**config.mk**
```make
export PLATFORM = sky130hd
export DESIGN_NAME = bank_mapper
export DESIGN_NICKNAME = d
export VERILOG_FILES = /design/src/rtl/bank_mapper_pkg.sv /design/src/rtl/bank_mapper_decode.sv /design/src/rtl/bank_mapper_regs.sv /design/src/rtl/bank_mapper_addr.sv /design/src/rtl/bank_mapper.sv
export SDC_FILE = /design/constraint.sdc
export NUM_CORES = 1
export LEC_CHECK = 0
export ABC_AREA = 1
export ABC_CLOCK_PERIOD_IN_PS = 2300
export BUFFER_PORTS_ARGS = -buffer_cell sky130_fd_sc_hd__buf_2
export CORE_MARGIN = 8
export CORE_UTILIZATION = 37
export CTS_CLUSTER_DIAMETER = 50
export DETAILED_ROUTE_END_ITERATION = 8
export GPL_TIMING_DRIVEN = 0
export PLACE_DENSITY = 0.82
export SLEW_MARGIN = 10
export SYNTH_ARGS = -nofsm -noshare
export SYNTH_HDL_FRONTEND = slang
export SYNTH_SLANG_ARGS = --single-unit
```
**constraint.sdc**
```tcl
create_clock -name clk -period 2.3 [get_ports clk]
set_clock_uncertainty 0.1 [all_clocks]
set_input_delay 0.46 -clock clk [delete_from_list [all_inputs] [get_ports clk]]
set_output_delay 0.46 -clock clk [all_outputs]
set_load 0.02 [all_outputs]
```
**src/rtl/bank_mapper_pkg.sv**
```systemverilog
package bank_mapper_pkg;
    localparam int ROM_BANK_W = 7;
    localparam int ROM_LO_W   = 5;
    localparam int ROM_HI_W   = ROM_BANK_W - ROM_LO_W;
    localparam int RAM_BANK_W = 2;
    localparam int ROM_OFS_W  = 14;
    localparam int RAM_OFS_W  = 13;
    localparam int ROM_ADDR_W = ROM_BANK_W + ROM_OFS_W;
    localparam int RAM_ADDR_W = RAM_BANK_W + RAM_OFS_W;
    localparam int N_REGION   = 4;
    localparam logic [2:0] RAM_WINDOW = 3'b101;
    localparam logic [7:0] EN_ON  = 8'h0A;
    localparam logic [7:0] EN_OFF = 8'h00;

    typedef struct packed {
        logic [ROM_BANK_W-1:0] rom_bank;
        logic [RAM_BANK_W-1:0] ram_bank;
        logic                  mode;
        logic                  ram_en;
    } map_state_t;
endpackage

```
**src/rtl/bank_mapper_decode.sv**
```systemverilog
module bank_mapper_decode
    import bank_mapper_pkg::*;
(
    input  logic [15:0]         cpu_addr,
    input  logic                cpu_wr,
    output logic [N_REGION-1:0] strobe
);
    // One strobe per control region; the upper address half never selects one.
    for (genvar g = 0; g < N_REGION; g++) begin : g_region
        assign strobe[g] = cpu_wr && !cpu_addr[15] && (cpu_addr[14:13] == 2'(g));
    end
endmodule

```
**src/rtl/bank_mapper_regs.sv**
```systemverilog
module bank_mapper_regs
    import bank_mapper_pkg::*;
(
    input  logic                clk,
    input  logic                rst_n,
    input  logic [N_REGION-1:0] strobe,
    input  logic [7:0]          wdata,
    output map_state_t          state
);
    map_state_t s_d, s_q;
    logic [ROM_LO_W-1:0] lo_d;

    always_comb begin
        s_d  = s_q;
        lo_d = wdata[ROM_LO_W-1:0];
        if (lo_d == '0) begin
            lo_d = {{(ROM_LO_W-1){1'b0}}, 1'b1};
        end
        if (strobe[0]) begin
            if (wdata == EN_ON) begin
                s_d.ram_en = 1'b1;
            end else if (wdata == EN_OFF) begin
                s_d.ram_en = 1'b0;
            end
        end
        if (strobe[1]) begin
            s_d.rom_bank = {s_q.rom_bank[ROM_BANK_W-1:ROM_LO_W], lo_d};
        end
        if (strobe[2]) begin
            if (!s_q.mode) begin
                s_d.rom_bank[ROM_BANK_W-1:ROM_LO_W] = wdata[ROM_HI_W-1:0];
            end else begin
                s_d.ram_bank = wdata[RAM_BANK_W-1:0];
            end
        end
        if (strobe[3]) begin
            s_d.mode = wdata[0];
            if (wdata[0]) begin
                s_d.rom_bank[ROM_BANK_W-1:ROM_LO_W] = '0;
            end else begin
                s_d.ram_bank = '0;
            end
        end
    end

    always_ff @(posedge clk) begin
        if (!rst_n) begin
            s_q.rom_bank <= {{(ROM_BANK_W-1){1'b0}}, 1'b1};
            s_q.ram_bank <= '0;
            s_q.mode     <= 1'b0;
            s_q.ram_en   <= 1'b0;
        end else begin
            s_q <= s_d;
        end
    end

    assign state = s_q;
endmodule

```
**src/rtl/bank_mapper_addr.sv**
```systemverilog
module bank_mapper_addr
    import bank_mapper_pkg::*;
(
    input  logic [15:0]           cpu_addr,
    input  logic [ROM_ADDR_W-1:0] rom_mask,
    input  map_state_t            state,
    output logic [ROM_ADDR_W-1:0] rom_addr,
    output logic [RAM_ADDR_W-1:0] ram_addr,
    output logic                  ram_ce
);
    logic [ROM_ADDR_W-1:0] raw_rom;

    always_comb begin
        raw_rom  = {state.rom_bank, cpu_addr[ROM_OFS_W-1:0]};
        rom_addr = raw_rom & rom_mask;
        ram_addr = {state.ram_bank, cpu_addr[RAM_OFS_W-1:0]};
        ram_ce   = state.ram_en && (cpu_addr[15:13] == RAM_WINDOW);
    end
endmodule

```
**src/rtl/bank_mapper.sv**
```systemverilog
module bank_mapper
    import bank_mapper_pkg::*;
(
    input  logic                  clk,
    input  logic                  rst_n,
    input  logic [15:0]           cpu_addr,
    input  logic [7:0]            cpu_wdata,
    input  logic                  cpu_wr,
    input  logic [ROM_ADDR_W-1:0] rom_mask,
    output logic [ROM_ADDR_W-1:0] rom_addr,
    output logic [RAM_ADDR_W-1:0] ram_addr,
    output logic                  ram_ce
);
    logic [N_REGION-1:0] strobe;
    map_state_t          cur;

    bank_mapper_decode u_decode (
        .cpu_addr (cpu_addr),
        .cpu_wr   (cpu_wr),
        .strobe   (strobe)
    );

    bank_mapper_regs u_regs (
        .clk    (clk),
        .rst_n  (rst_n),
        .strobe (strobe),
        .wdata  (cpu_wdata),
        .state  (cur)
    );

    bank_mapper_addr u_addr (
        .cpu_addr (cpu_addr),
        .rom_mask (rom_mask),
        .state    (cur),
        .rom_addr (rom_addr),
        .ram_addr (ram_addr),
        .ram_ce   (ram_ce)
    );
endmodule

```
* Word level (Yosys, flattened, before mapping)
Index checks and enable logic that the tools add are counted.
W data, S select, Z words.
** Operators by class
- $add $sub $neg :: 0
- $mul :: 0
- Div/mod/pow operators :: 0
- $lt $le $gt $ge :: 0
- Equality and inequality tests :: 5
- Shift-type cells :: 0
- Muxes and demuxes :: 11
- Bitwise logic cells :: 1
- Reductions and logical operators :: 12
** Operators by type and width (number)
- $and A21 B21 Y21 :: 1
- $mux W2 :: 7
- $eq A8 B4 Y1 const B :: 1
- $logic_not A8 Y1 :: 1
- $logic_and A1 B1 Y1 :: 6
- $logic_not A5 Y1 :: 1
- $mux W5 :: 1
- $eq A2 B2 Y1 const B :: 2
- $eq A3 B3 Y1 const B :: 1
- $mux W3 :: 1
- $eq A2 B1 Y1 const B :: 1
- $logic_not A2 Y1 :: 1
- $mux W1 :: 2
- $reduce_and A2 Y1 :: 1
- $reduce_bool A2 Y1 :: 1
- $logic_not A1 Y1 :: 1
** Storage, ports and cells
- Flip-flop bits (word level) :: 11
- Latch bits :: 0
- Bits in writable memories :: 0
- Bits in read-only memories :: 0
- Output and inout port bits :: 37
- Memories kept :: 0

* Logic depth before layout (Yosys ltp)
- Word-level depth :: 6
- Depth in mapped cells :: 7
- Mapped depth without buffers :: 7

* Hierarchy
From an unflattened synthesis, not the netlist that was laid out.
** Second synthesis, totals
- Cells, all modules :: 134
- Area, all modules :: 798.3 um^2
** By module, submodules not included
- bank_mapper_regs :: instances 1, cells an instance 61, area each 462.9 um^2, seq. area each 220.2 um^2
- bank_mapper_addr :: instances 1, cells an instance 61, area each 287.8 um^2, seq. area each 0.0 um^2
- bank_mapper_decode :: instances 1, cells an instance 12, area each 47.5 um^2, seq. area each 0.0 um^2

* Worst setup path before layout
Ideal clock, no wire load.
- Path type :: input to output
- From :: input port cpu_addr[13]
- To :: output port ram_ce
- Data arrival time :: 808 ps
- Data required time :: 1740 ps
- Setup slack :: 932 ps
- Cell stages on the path :: 3
- Cell sequence :: inv_2 nor2_2 and3_2
** Between the ends
- Word-level cells in the longest chain between the ends :: 2
** Ends and longest elaborated chain
- from (decl) :: line bank_mapper.sv:6 : input logic [15:0] cpu_addr,
- $eq A3 B3 Y1 :: line bank_mapper_addr.sv:17 : ram_ce = state.ram_en && (cpu_addr[15:13] == RAM_WINDOW);
- $logic_and A1 B1 Y1 :: line bank_mapper_addr.sv:17
- to (decl) :: line bank_mapper.sv:12 : output logic ram_ce
Every way passes these cells.

* Final worst setup path
Ends and elaborated chain as after synthesis.

==> results.json <==
{
  "numCtsBuffers": 3,
  "portBuffers": 84,
  "syn_area_per_cell_sq_um": 5.95,
  "start_util_pct": 38.0,
  "ir_drop_uv": 386,
  "slew_headroom_pct": 82.7,
  "track_usage_pct": 11.6,
  "netlist_area_sq_um": 816,
  "fin_tns_setup_ns": 0,
  "startpoint_type": "primary input",
  "ctsHoldBuffers": 0,
  "place_area_sq_mm": 0.00127,
  "grt_overflow": 0,
  "drc": 0,
  "fmax_ghz": 0.612,
  "tritoncts": "done",
  "cp.arrival_ns": 1.07,
  "drtIter0Drc": 17,
  "vias_per_cell": 4.11,
  "clockRootBuffer": "clkbuf_4",
  "io_pins": 85,
  "worst-path-buf-inv": 3,
  "core_sq_mm": 0.00215,
  "hold_slack_ns": 0.357,
  "utilization_pct": 60.4,
  "antenna_found_initial": 0,
  "crit_family": "buffers and inverters",
  "final_common_cell": "buf_2",
  "finalCritPeriodShare_pct": 71.1,
  "drt-total-wl_mm": 2.41,
  "clkLatencyLatePin_ns": 0.26,
  "wl_per_cell_microns": 9.53,
  "status": "completed",
  "crit_slowest_cell": "and3_2",
  "synth_cell_types": 19,
  "clk_pin_slew_ns": 0.07,
  "multi_input_area_sq_um": 362,
  "cts_max_path_buffers": 2,
  "fin_crit_ns": 1.63,
  "report.final.slew_viol_count": 0,
  "num_vias": 1039,
  "postCtsSetupBuffers": 0,
  "crit_fanout": 4,
  "cpMostUsedCell": "buf_2",
  "hold_class": "flip-flop to flip-flop",
  "drv_cap": 0,
  "p_per_area_mw_per_mm2": 381,
  "critPathMaxStageDelay_ns": 0.17,
  "cts_resized": 0,
  "critPathKind": "primary input to output port",
  "synth-seq-cells": 11,
  "antenna_left": 0,
  "synth-seq-area-share_pct": 27.0,
  "crit_chain": "buf_2, inv_2, nor2_2, and3_2, buf_2",
  "end_kind": "output port",
  "final_layout_size_suffix_gt1_share_pct": 49.3,
  "tightest_slew_ns": 0.256,
  "cts.sinks": 11,
  "first_global_vias": 957,
  "rsz0062_at_grt": "false",
  "die_w_microns": 63.0,
  "p_leak_nw": 0.872,
  "grt_max_degree": 9,
  "dp_hpwl_mm": 2.16,
  "final_cell_mix": "buf_2 (84), nand2_1 (41), inv_1 (29)",
  "grt_pass1_wl_mm": 4.00,
  "seqCellArea_sq_um": 220,
  "die_area_sq_mm": 0.00396,
  "fillers": 235,
  "die_h_microns": 63.0,
  "routabilityCongestion": 0.757,
  "yosysWarnings": 0,
  "required_ns": 1.74,
  "hold_viol": 0,
  "first_pass_iters": 4,
  "largest_reg_flops": 11,
  "synthCells": 137,
  "syn_to_final_growth_pct": 59.0,
  "finalInstanceArea_sq_mm": 0.00130,
  "rows": 17,
  "antenna_cells": 0,
  "nNetsFinal": 274,
  "setup_viol": 0,
  "mappedNetlistNets": 185,
  "htreeDepth": 1
}
-- worst min-delay path, cell delays in order (launching register included) --
cell	delay, ns
dfxtp_1	0.31
nand2_1	0.06
a21oi_1	0.05
-- cells by family after synthesis --
logic type	count (synthesis)	share of synthesized area (%)
AO/OA/AOI/OAI	18	12.0
buffers and inverters	46	28.7
flip-flops	11	27.0
AND/OR/NAND/NOR	62	32.4
-- per-stage QoR --
step                      total power [mW]  setup slack, ns  cells
after floorplan                      0.291            0.932    137
after global placement               0.366            0.663    249
after detailed placement             0.369            0.669    249
after CTS                            0.499            0.660    253
after global routing                 0.524            0.607    253
final                                0.494            0.665    253
-- routing by layer --
metal | vias up | GRT usage, % | routed length (microns)
met4 | 0 | 1.71 | 0
met2 | 53 | 20.4 | 1100
met3 | 0 | 5.91 | 281
met5 | - | 0 | 0
met1 | 416 | 12.2 | 1030
li1 | 570 | - | -
-- area by class of cell --
type                            count  share of cell area (%)
Timing Repair Buffer               84                    32.4
Multi-Input combinational cell     80                    27.9
Sequential cell                    11                    17.0
Inverter                           31                    9.35
Buffer                             15                    8.68
Tap cell                           28                    2.70
Clock buffer                        4                    2.03
-- synth_stat cells --
master / count / area (sq um)
a21oi_1: 6 / 30.0
nand2_1: 41 / 154
nand3_1: 2 / 10.0
inv_2: 1 / 3.75
nor3_4: 1 / 16.3
and3_2: 1 / 7.51
o21ai_0: 9 / 45.0
nor3_1: 1 / 5.00
nand3b_1: 1 / 7.51
a21oi_2: 1 / 8.76
o21ai_2: 1 / 8.76
dfxtp_1: 11 / 220
nor2_2: 1 / 6.26
o21ai_1: 1 / 5.00
inv_1: 29 / 109
nor2_1: 12 / 45.0
buf_4: 15 / 113
nand2_2: 2 / 12.5
clkinv_4: 1 / 8.76
-- worst paths after layout --
check                       start              end  slack [ns]  depth (start not counted)
setup / recovery     cpu_addr[13]           ram_ce        0.67                          5
hold / removal    u_regs.state[0]  u_regs.state[0]        0.36                          2
setup reg to reg  u_regs.state[1]  u_regs.state[3]        1.25                          4
hold reg to reg   u_regs.state[0]  u_regs.state[0]        0.36                          2
-- power by group --
group,leakage [nW],switching (mW),internal [mW]
Clock,0.0150,0.0646,0.0670
Combinational,0.768,0.0901,0.0747
Sequential,0.0891,0.00272,0.195
Total,0.872,0.157,0.337
No activity file was read; power rests on OpenSTA's default activity.
